<file path="src/rtl/lctmr_pkg.sv">
package lctmr_pkg;
  localparam int DATA_W = 32;
  localparam int VEC_W  = 8;
  localparam int CTL_W  = 18;
  localparam int DIV_W  = 4;
  localparam int PRE_W  = 8;

  localparam int CTL_MASK_BIT = 16;
  localparam int CTL_PER_BIT  = 17;
  localparam logic [CTL_W-1:0] CTL_WR_MASK  = 18'h300FF;
  localparam logic [CTL_W-1:0] CTL_RST_VAL  = 18'h10000;
  localparam logic [DIV_W-1:0] DIV_WR_MASK  = 4'hB;

  typedef enum logic [1:0] {
    SEL_CTL  = 2'd0,
    SEL_INIT = 2'd1,
    SEL_CUR  = 2'd2,
    SEL_DIV  = 2'd3
  } reg_sel_e;

  function automatic logic [PRE_W-1:0] div_factor(input logic [2:0] code);
    logic [PRE_W-1:0] f;
    if (code == 3'd7) f = PRE_W'(1);
    else              f = PRE_W'(2) << code;
    return f;
  endfunction
endpackage

</file>
<file path="src/rtl/lctmr_prescaler.sv">
module lctmr_prescaler
  import lctmr_pkg::*;
(
  input  logic             clk,
  input  logic             rst_n,
  input  logic             clr,
  input  logic             run,
  input  logic [2:0]       code,
  output logic             tick
);
  logic [PRE_W-1:0] cnt_q, cnt_d;
  logic [PRE_W-1:0] factor;
  logic             cnt_en;

  assign factor = div_factor(code);
  assign tick   = run && !clr && (cnt_q >= factor - PRE_W'(1));
  assign cnt_en = clr || run || (cnt_q != '0);

  always_comb begin
    cnt_d = cnt_q;
    if (clr || !run)  cnt_d = '0;
    else if (tick)    cnt_d = '0;
    else              cnt_d = cnt_q + PRE_W'(1);
  end

  always_ff @(posedge clk or negedge rst_n) begin
    if (!rst_n)      cnt_q <= '0;
    else if (cnt_en) cnt_q <= cnt_d;
  end

  // the divider wraps on every tick
  p_wrap_r3: assert property (@(posedge clk) disable iff (!rst_n)
    tick |=> (cnt_q == '0));
endmodule

</file>
<file path="src/rtl/lctmr_counter.sv">
module lctmr_counter
  import lctmr_pkg::*;
#(
  parameter int CNT_W = DATA_W
) (
  input  logic             clk,
  input  logic             rst_n,
  input  logic             load,
  input  logic [CNT_W-1:0] load_val,
  input  logic             tick,
  input  logic             periodic,
  output logic             active,
  output logic [CNT_W-1:0] cur,
  output logic [CNT_W-1:0] init,
  output logic             zero_evt
);
  logic             act_q, act_d;
  logic [CNT_W-1:0] cur_q, cur_d;
  logic [CNT_W-1:0] init_q;
  logic             cur_en;

  assign zero_evt = act_q && tick && !load && (cur_q <= CNT_W'(1));
  assign cur_en   = load || (act_q && tick);

  always_comb begin
    act_d = act_q;
    cur_d = cur_q;
    if (load) begin
      act_d = (load_val != '0);
      cur_d = load_val;
    end else if (zero_evt) begin
      if (periodic) begin
        cur_d = init_q;
      end else begin
        cur_d = '0;
        act_d = 1'b0;
      end
    end else if (act_q && tick) begin
      cur_d = cur_q - CNT_W'(1);
    end
  end

  always_ff @(posedge clk or negedge rst_n) begin
    if (!rst_n) begin
      act_q  <= 1'b0;
      cur_q  <= '0;
      init_q <= '0;
    end else begin
      if (cur_en) begin
        act_q <= act_d;
        cur_q <= cur_d;
      end
      if (load) init_q <= load_val;
    end
  end

  assign active = act_q;
  assign cur    = cur_q;
  assign init   = init_q;

  // a running count is nonzero and bounded by the initial count
  p_bound_r4: assert property (@(posedge clk) disable iff (!rst_n)
    act_q |-> (cur_q != '0) && (cur_q <= init_q));
  // a zero initial-count write stops the timer
  p_zero_load_r5: assert property (@(posedge clk) disable iff (!rst_n)
    (load && load_val == '0) |=> (!act_q && cur_q == '0));
  // periodic reload
  p_reload_r6: assert property (@(posedge clk) disable iff (!rst_n)
    (zero_evt && periodic) |=> (act_q && cur_q == $past(init_q)));
  // one-shot stop
  p_oneshot_r7: assert property (@(posedge clk) disable iff (!rst_n)
    (zero_evt && !periodic) |=> (!act_q && cur_q == '0));
endmodule

</file>
<file path="src/rtl/lctmr_ctlreg.sv">
module lctmr_ctlreg
  import lctmr_pkg::*;
(
  input  logic              clk,
  input  logic              rst_n,
  input  logic              sw_enable,
  input  logic              ctl_wr,
  input  logic [DATA_W-1:0] ctl_data,
  input  logic              div_wr,
  input  logic [DATA_W-1:0] div_data,
  output logic [CTL_W-1:0]  ctl,
  output logic [DIV_W-1:0]  div_cfg,
  output logic [2:0]        div_code
);
  logic [CTL_W-1:0] ctl_q, ctl_d;
  logic [DIV_W-1:0] div_q;
  logic             ctl_en;

  assign ctl_en = ctl_wr || !sw_enable;

  always_comb begin
    ctl_d = ctl_q;
    if (ctl_wr) ctl_d = ctl_data[CTL_W-1:0] & CTL_WR_MASK;
    if (!sw_enable) ctl_d[CTL_MASK_BIT] = 1'b1;
  end

  always_ff @(posedge clk or negedge rst_n) begin
    if (!rst_n) begin
      ctl_q <= CTL_RST_VAL;
      div_q <= '0;
    end else begin
      if (ctl_en) ctl_q <= ctl_d;
      if (div_wr) div_q <= div_data[DIV_W-1:0] & DIV_WR_MASK;
    end
  end

  assign ctl      = ctl_q;
  assign div_cfg  = div_q;
  assign div_code = {div_q[3], div_q[1], div_q[0]};

  // a low software enable leaves the mask set
  p_mask_forced_r9: assert property (@(posedge clk) disable iff (!rst_n)
    !sw_enable |=> ctl_q[CTL_MASK_BIT]);
  // the unwritable divide bit stays clear
  p_div_bit2_r2: assert property (@(posedge clk) disable iff (!rst_n)
    div_q[2] == 1'b0);
endmodule

</file>
<file path="src/rtl/lctmr_top.sv">
module lctmr_top
  import lctmr_pkg::*;
(
  input  logic              clk,
  input  logic              rst_n,
  input  logic              sw_enable,
  input  logic              wr_en,
  input  logic [1:0]        wr_sel,
  input  logic [31:0]       wr_data,
  input  logic [1:0]        rd_sel,
  output logic [31:0]       rd_data,
  output logic              irq_valid,
  output logic [7:0]        irq_vector
);
  logic [1:0]        rst_pipe;
  logic              rst_s;
  logic [CTL_W-1:0]  ctl;
  logic [DIV_W-1:0]  div_cfg;
  logic [2:0]        div_code;
  logic              tick, active, zero_evt, load;
  logic [DATA_W-1:0] cur, init;
  logic              irq_q, irq_d;
  logic [VEC_W-1:0]  vec_q;

  always_ff @(posedge clk or negedge rst_n) begin
    if (!rst_n) rst_pipe <= 2'b00;
    else        rst_pipe <= {rst_pipe[0], 1'b1};
  end
  assign rst_s = rst_pipe[1];

  assign load = wr_en && (wr_sel == SEL_INIT);

  lctmr_ctlreg u_ctl (
    .clk(clk), .rst_n(rst_s), .sw_enable(sw_enable),
    .ctl_wr(wr_en && wr_sel == SEL_CTL), .ctl_data(wr_data),
    .div_wr(wr_en && wr_sel == SEL_DIV), .div_data(wr_data),
    .ctl(ctl), .div_cfg(div_cfg), .div_code(div_code)
  );

  lctmr_prescaler u_pre (
    .clk(clk), .rst_n(rst_s), .clr(load), .run(active),
    .code(div_code), .tick(tick)
  );

  lctmr_counter #(.CNT_W(DATA_W)) u_cnt (
    .clk(clk), .rst_n(rst_s), .load(load), .load_val(wr_data),
    .tick(tick), .periodic(ctl[CTL_PER_BIT]), .active(active),
    .cur(cur), .init(init), .zero_evt(zero_evt)
  );

  assign irq_d = zero_evt && !ctl[CTL_MASK_BIT];

  always_ff @(posedge clk or negedge rst_s) begin
    if (!rst_s) begin
      irq_q <= 1'b0;
      vec_q <= '0;
    end else begin
      irq_q <= irq_d;
      if (irq_d) vec_q <= ctl[VEC_W-1:0];
    end
  end

  assign irq_valid  = irq_q;
  assign irq_vector = vec_q;

  always_comb begin
    unique case (reg_sel_e'(rd_sel))
      SEL_CTL:  rd_data = {{(DATA_W-CTL_W){1'b0}}, ctl};
      SEL_INIT: rd_data = init;
      SEL_CUR:  rd_data = cur;
      default:  rd_data = {{(DATA_W-DIV_W){1'b0}}, div_cfg};
    endcase
  end

  // a request follows only an unmasked zero event
  p_irq_gate_r8: assert property (@(posedge clk) disable iff (!rst_s)
    irq_q |-> ($past(zero_evt) && !$past(ctl[CTL_MASK_BIT])));
  // a current-count write alone leaves the count unchanged when idle
  p_cur_ro_r10: assert property (@(posedge clk) disable iff (!rst_s)
    (wr_en && wr_sel == SEL_CUR && !active) |=> $stable(cur));
endmodule

</file>
<file path="config.mk">
export PLATFORM = sky130hd
export DESIGN_NAME = lctmr_top
export DESIGN_NICKNAME = d
export VERILOG_FILES = /design/src/rtl/lctmr_pkg.sv /design/src/rtl/lctmr_prescaler.sv /design/src/rtl/lctmr_counter.sv /design/src/rtl/lctmr_ctlreg.sv /design/src/rtl/lctmr_top.sv
export SDC_FILE = /design/constraint.sdc
export NUM_CORES = 1
export LEC_CHECK = 0
export BUFFER_PORTS_ARGS = -buffer_cell sky130_fd_sc_hd__buf_2
export CAP_MARGIN = 10
export CORE_ASPECT_RATIO = 1.25
export CORE_MARGIN = 1.5
export CORE_UTILIZATION = 63
export DETAILED_ROUTE_END_ITERATION = 10
export PLACE_DENSITY = 0.91
export SKIP_LAST_GASP = 1
export SLEW_MARGIN = 10
export SYNTH_ARGS = -nofsm -noshare
export SYNTH_HDL_FRONTEND = slang
export SYNTH_SLANG_ARGS = --single-unit
export TNS_END_PERCENT = 1
</file>
<file path="constraint.sdc">
create_clock -name clk -period 8.86 [get_ports clk]
set_input_delay 1.329 -clock clk [delete_from_list [all_inputs] [get_ports clk]]
set_output_delay 1.329 -clock clk [all_outputs]
set_load 0.03 [all_outputs]
</file>
==> impl_metrics.json, run 1 <==
{
  "powerDensity_nw_per_um2": 254,
  "area_growth_pct": 11.7,
  "post_drt_wl_per_cell_um": 19.6,
  "maxSlewHeadroom": 0.203,
  "grt_pass1_wl_mm": 26.0,
  "rsz0062_at_grt": "no",
  "ys_types": 65,
  "path_cells": "buf_2, nor2b_2, buf_4, nand2_1, o21ai_0, buf_2",
  "yosys_warnings": 0,
  "synth_edf_count": 0,
  "wl_mm": 16.6,
  "clock_sinks": 97,
  "tightest_slew_ps": 1200,
  "syn_inst": 659,
  "arrival_ps": 3020,
  "setup_viol": 0,
  "antenna_found_initial": 0,
  "crit_top_cell": "buf_2",
  "utilization": 0.731,
  "ys_ff_latch": 97,
  "fin_skew_ps": 9.87,
  "cp_slowest_cell": "nor2b_2",
  "ys_seq_area_frac": 0.422,
  "status": "completed",
  "cts_tree": "built",
  "hold_viol_final": 0,
  "finalSetupTns_ps": 0,
  "drtIter0Drc": 623,
  "grt_max_degree": 64,
  "pin_count": 81,
  "timing.fmax_mhz": 230,
  "slew_violations": 0,
  "antenna_cells": 0,
  "cts_max_level": 3,
  "rows": 38,
  "clkTransAtPathRegs_ps": 100,
  "crit_type": "in2out",
  "start_kind": "input pin",
  "via_count": 5611,
  "hold_class": "reg2async",
  "required_ps": 7530,
  "hpwlAfterDp_mm": 11.2,
  "syn_area_per_cell_um2": 8.74,
  "die_area_um2": 9720,
  "drive_gt1_frac": 0.196,
  "regArea_um2": 2430,
  "cts_buffer_depth": 2,
  "critPathMaxStageDelay_ps": 610,
  "synth_area_um2": 5760,
  "post_cts_resized": 0,
  "synth_flop_cell": "dfrtp_1",
  "grt_overflow": 0,
  "port_buffers": 80,
  "cts_root_buf": "clkbuf_8",
  "post_cts_buffers": 0,
  "n_fill_cell": 656,
  "fin_crit_sh": 0.491,
  "die_x_um": 88.5,
  "vias_per_cell": 6.66,
  "globalplace.congestion": 0.901,
  "grt_pass1_vias": 5398,
  "async_reset_ff_frac": 1.00,
  "irDropWorstVdd_uv": 129,
  "clkLatencyLatePin_ps": 390,
  "die_y_um": 110,
  "end_kind": "output port",
  "route.detailed.drc": 0,
  "reg2reg_depth": 9,
  "start_util": 0.654,
  "cap_viol_max_count": 0,
  "crit_fanout": 17,
  "first_pass_iters": 5,
  "nets": 770,
  "ant_nets": 0,
  "coreArea_um2": 8800,
  "fin_crit_ps": 4350,
  "grtUsageTotal": 0.354,
  "multiInputGateArea_um2": 3140,
  "leakage_nw": 2.98,
  "holdBufCountCts": 0,
  "cts_buffers": 9
}
[final timing paths]
path / slack (ps) / end / from
min in group clk: 370 / rst_pipe[1] / rst_pipe[0]
max: 4510 / rd_data[7] / rd_sel[0]
min reg2reg: 350 / u_cnt.init[11] / rst_pipe[1]
min: 350 / u_cnt.init[11] / rst_pipe[1]
max reg2reg: 4990 / u_cnt.cur[19] / u_ctl.div_cfg[1]
max in group asynchronous: 7430 / u_cnt.cur[31] / rst_pipe[1]
[cells in the mapped netlist (all sizes together) (4+ instances only)]
library cell,number,area [µm²]
o21ai,38,190
mux2,20,225
xnor2,10,87.6
a22o,22,193
nor3,17,85.1
a22oi,9,67.6
o31ai,4,30.0
clkbuf,33,125
a32oi,4,35.0
or3,9,56.3
a21oi,33,169
o22ai,5,31.3
a31oi,9,56.3
buf,9,48.8
inv,8,30.0
nand4,4,25.0
nand3,22,123
nand2,146,548
o211ai,5,37.5
and3,6,37.5
nor2,42,158
mux2i,10,100
dfrtp,96,2400
nor4,23,171
ha,12,150
xor2,9,78.8
[power breakdown]
group | total [mW] | internal [mW] | switching, mW
combinational | 0.593 | 0.236 | 0.357
sequential | 0.729 | 0.551 | 0.178
clock | 0.313 | 0.142 | 0.171
[layout make-up]
type,instances,share of cell area
multi-input cells,513,0.488
inverters,8,0.00467
well taps,120,0.0233
clock buffers,10,0.0214
clock inverters,6,0.0113
flip-flops and latches,97,0.378
repair buffers,89,0.0728
[layer usage]
layer | track usage | up-vias | wire, µm
met2 | 0.581 | 333 | 8070
met5 | 0 | - | 0
met4 | 0.205 | 0 | 784
met1 | 0.435 | 2685 | 6230
met3 | 0.0646 | 88 | 1480
li1 | - | 2505 | -
[state kept, by name, summed over array words and instances, names as in the netlist]
| name | cells |
|---|---|
| rst_pipe | 2 |
| u_ctl.div_cfg | 3 |
| u_cnt.init | 32 |
| u_cnt.cur | 32 |
| u_pre.cnt_q | 8 |
| irq_valid | 1 |
| u_cnt.active | 1 |
| irq_vector | 8 |
| u_ctl.ctl | 10 |
[cells in the final DEF (no fill, tap or decap), types with 3 or more instances in the layout]
cell type	count
nand2_1	146
dfrtp_1	95
buf_2	80
nor2_1	42
o21ai_0	38
a21oi_1	32
a22o_1	22
nand3_1	21
nor4_1	20
mux2_2	20
nor3_1	17
ha_1	12
mux2i_1	10
xnor2_1	10
clkbuf_8	10
xor2_1	9
or3_1	9
a31oi_1	9
a22oi_1	9
buf_4	9
inv_1	8
and3_1	6
o211ai_1	5
o22ai_1	5
nand4_1	4
a32oi_1	4
o31ai_1	4
mux4_2	3
nor3b_1	3
and2_1	3
a21o_1	3
a211oi_1	3
inv_6	3
[stage by stage]
step	worst slack [ps]	area [µm²]	hold WS [ps]	total power [mW]	std cells
final	4510	6430	352	1.63	843
after CTS	4570	6430	370	1.62	843
after floorplan	4980	5760	331	1.12	660
after global routing	4490	6430	374	1.73	843
after detailed placement	4580	6220	349	1.31	827
after global placement	4670	6220	338	1.27	827
[kinds of logic (layout without fill, tap and decap cells)]
kind of cell | after synthesis | count (layout) | share of synthesized area
xor+xnor | 19 | 19 | 0.0289
flops | 97 | 97 | 0.422
fa+ha+maj | 12 | 12 | 0.0261
mux | 33 | 33 | 0.0682
buf+inv | 50 | 113 | 0.0354
compound gates | 157 | 157 | 0.182
other cells | 1 | 2 | 0.000651
simple gates | 290 | 290 | 0.237
[critical path: cells and delay by family]
| kind | cells | cell delay [ps] |
|---|---|---|
| compound gates | 1 | 90 |
| simple gates | 2 | 700 |
| buf+inv | 3 | 890 |
No activity file was read; power rests on OpenSTA's default activity.
==> inputs of run 2 (changes only) <==
Settings changed: ABC_AREA set to 1, CORE_UTILIZATION 63 to 53, PLACE_DENSITY 0.91 to 0.82.
Clock period 8.86 ns to 3.6 ns, I/O delays scaled along.
==> run 2 against run 1 <==
Sequential power grew 130%. Critical path type is now reg2reg. Clock skew grew 0.97 ps. Die area increased by 24%. Count of clock-buffer cells in the layout is 1 lower. Area after synthesis grew 4.6%. Worst setup slack got worse by 3600 ps. Cell count up 25%. Largest cell class unchanged.
==> impl_metrics.json, run 2 <==
{
  "crit_fanout": 27,
  "die_area_um2": 12000,
  "cts_root_buf": "clkbuf_16",
  "yosysMostFrequentCell": "nand2_1",
  "hpwlAfterDp_mm": 11.3,
  "crit_cells": 18,
  "rows": 43,
  "area_growth_pct": 13.3,
  "leakage_nw": 3.39,
  "crit_type": "reg2reg",
  "cts_buffer_depth": 2,
  "dp.cells": 1039,
  "drtIter0Drc": 459,
  "final_common_cell": "nand2_1",
  "cts_tree": "built",
  "ant_nets": 0,
  "path_delay_family": "simple AND/OR/NAND/NOR gates",
  "path_cells": "nand2_1, inv_1, nor2_1, inv_1, o21ai_0, nand2_1, ha_1, nand2_1, inv_1, nand2_1, nand2_1, nand2_1, nand2_1, nand3_4, nand2_4, nand2_1, nand2_1, a21oi_1",
  "wl_mm": 16.1,
  "grtUsageTotal": 0.275,
  "netlist.top_cell.by_area": "dfrtp_1",
  "clock_sinks": 97,
  "rsz0062_at_grt": "no",
  "route.detailed.drc": 0,
  "yosys_warnings": 0,
  "irDropWorstVdd_uv": 331,
  "top_usage_layer": "met2",
  "tightest_slew_ps": 855,
  "grt_max_degree": 71,
  "synth_edf_count": 0,
  "die_x_um": 98.3,
  "hold_class": "in2reg",
  "grt_pass1_wl_mm": 26.5,
  "vias_per_cell": 5.60,
  "via_count": 5913,
  "syn_inst": 847,
  "fin_skew_ps": 10.8,
  "clkLatencyLatePin_ps": 350,
  "ff2ff_setup_slack_ps": 880,
  "timing.fmax_mhz": 367,
  "end_kind": "register",
  "grt_overflow": 0,
  "grtUsageMet1": 0.356,
  "ys_top_cells_by_area": "dfrtp_1 (40%), nand2_1 (14%), nor2_1 (5.9%)",
  "ys_seq_area_frac": 0.403,
  "antenna_found_initial": 0,
  "arrival_ps": 2950,
  "clkTransAtPathRegs_ps": 70,
  "reg2reg_depth": 18,
  "antenna_cells": 0,
  "hold_viol_final": 0,
  "async_reset_ff_frac": 1.00,
  "fin_crit_ps": 2720,
  "synthTopCellsByCount": "nand2_1 (227), dfrtp_1 (96), nor2_1 (95)",
  "required_ps": 3830,
  "syn_area_per_cell_um2": 7.11,
  "synth_area_um2": 6020,
  "cts_buffers": 9,
  "ys_types": 35,
  "post_drt_wl_per_cell_um": 15.2,
  "grt_pass1_vias": 5621,
  "timing.critical_path.buf_inv": 3,
  "setup.worst_path.start": "u_ctl.div_cfg[1]",
  "endpoint": "u_cnt.cur[25]",
  "cts_max_level": 3,
  "post_cts_buffers": 0,
  "setup_viol": 0,
  "start_util": 0.543,
  "die_y_um": 122,
  "crit_top_cell": "nand2_1",
  "reg2reg_to": "u_cnt.cur[25]",
  "synth_flop_cell": "dfrtp_1",
  "globalplace.congestion": 0.891,
  "maxSlewHeadroom": 0.430,
  "first_pass_iters": 6,
  "use_met3": 0.0356,
  "cap_viol_max_count": 0,
  "fin_crit_sh": 0.757,
  "coreArea_um2": 11100,
  "n_fill_cell": 1006,
  "start_kind": "register",
  "finalSetupTns_ps": 0,
  "met2_usage": 0.460,
  "nets": 968,
  "synth_top_area_share": 0.399,
  "slew_violations": 0,
  "pin_count": 81,
  "status": "completed",
  "ys_ff_latch": 97,
  "drive_gt1_frac": 0.148,
  "powerDensity_nw_per_um2": 600,
  "final_cells": 1056,
  "reg2reg_from": "u_ctl.div_cfg[1]",
  "port_buffers": 80,
  "critPathMaxStageDelay_ps": 430,
  "cp_slowest_cell": "dfrtp_1",
  "final_cell_mix": "nand2_1 (227), dfrtp_1 (95), nor2_1 (93)"
}
==> run 2: changes by cell type in the layout (fill, tap and decap cells not counted), sizes merged, moves of 11 or more <==
cell | previous run | this run
nand2 | 146 | 235
inv | 11 | 98
nor2 | 42 | 102
nand3 | 22 | 61
a21oi | 33 | 68
o21ai | 38 | 63
a22o | 22 | 0
mux2 | 20 | 3
xor2 | 9 | 24
nor4 | 23 | 9
nor3 | 17 | 4
o22ai | 5 | 16
==> run 2: metal layers <==
layer	part of all wire	routed length, µm
met1	0.42	6760
met3	0.062	1000
met2	0.48	7730
met4	0.037	601
met5	0	0
==> run 2: layout make-up <==
type / count / area [µm²] / area share
Timing Repair Buffer: 90 / 478 / 0.0700
Clock inverter: 7 / 81.3 / 0.0119
Sequential cell: 97 / 2430 / 0.356
Multi-Input combinational cell: 622 / 3080 / 0.451
Inverter: 96 / 362 / 0.0530
Clock buffer: 9 / 225 / 0.0330
Tap cell: 135 / 169 / 0.0248
==> run 2: repair_timing <==
action / in CTS / in global routing
gates resized for setup: 0 / 0
setup endpoints to repair: 0 / 0
hold buffers: 1 / 0
endpoints found under the hold margin: 2 / 0
==> run 2: cell families after synthesis <==
kind of cell,after synthesis,share of synthesized area
simple gates,421,0.296
xor+xnor,26,0.0378
compound gates,158,0.144
buf+inv,129,0.0881
fa+ha+maj,12,0.0249
flops,97,0.403
other cells,1,0.000623
mux,3,0.00561
==> run 2: worst min-delay path by stage <==
stage / endpoint / from / slack [ps] / cells past startpoint
after CTS: u_ctl.ctl[16] / sw_enable / 340 / 2
final: u_ctl.ctl[16] / sw_enable / 340 / 2
after detailed placement: rst_pipe[0] / rst_n / 330 / 1
after floorplan: rst_pipe[0] / rst_n / 240 / 0
after global placement: rst_pipe[0] / rst_n / 330 / 1
after global routing: u_ctl.ctl[16] / sw_enable / 350 / 2
==> run 2: power by group <==
group          total, mW  leakage, nW  switching (mW)  internal [mW]
combinational       1.43         2.08           0.914          0.513
sequential          1.70         1.16           0.333           1.36
clock              0.974        0.150           0.478          0.496
total               4.10         3.39            1.73           2.37
==> run 2: through the flow <==
step                      area, µm²  setup WS, ps   util  hold slack (ps)  power, mW
after floorplan                6030           700      -              244       2.71
after global placement         6510          1010  0.587              326       3.07
after detailed placement       6510           924  0.587              327       3.11
after CTS                      6820           904  0.616              336       4.10
after global routing           6820           555  0.616              352       4.39
final                          6820           876  0.616              343       4.10
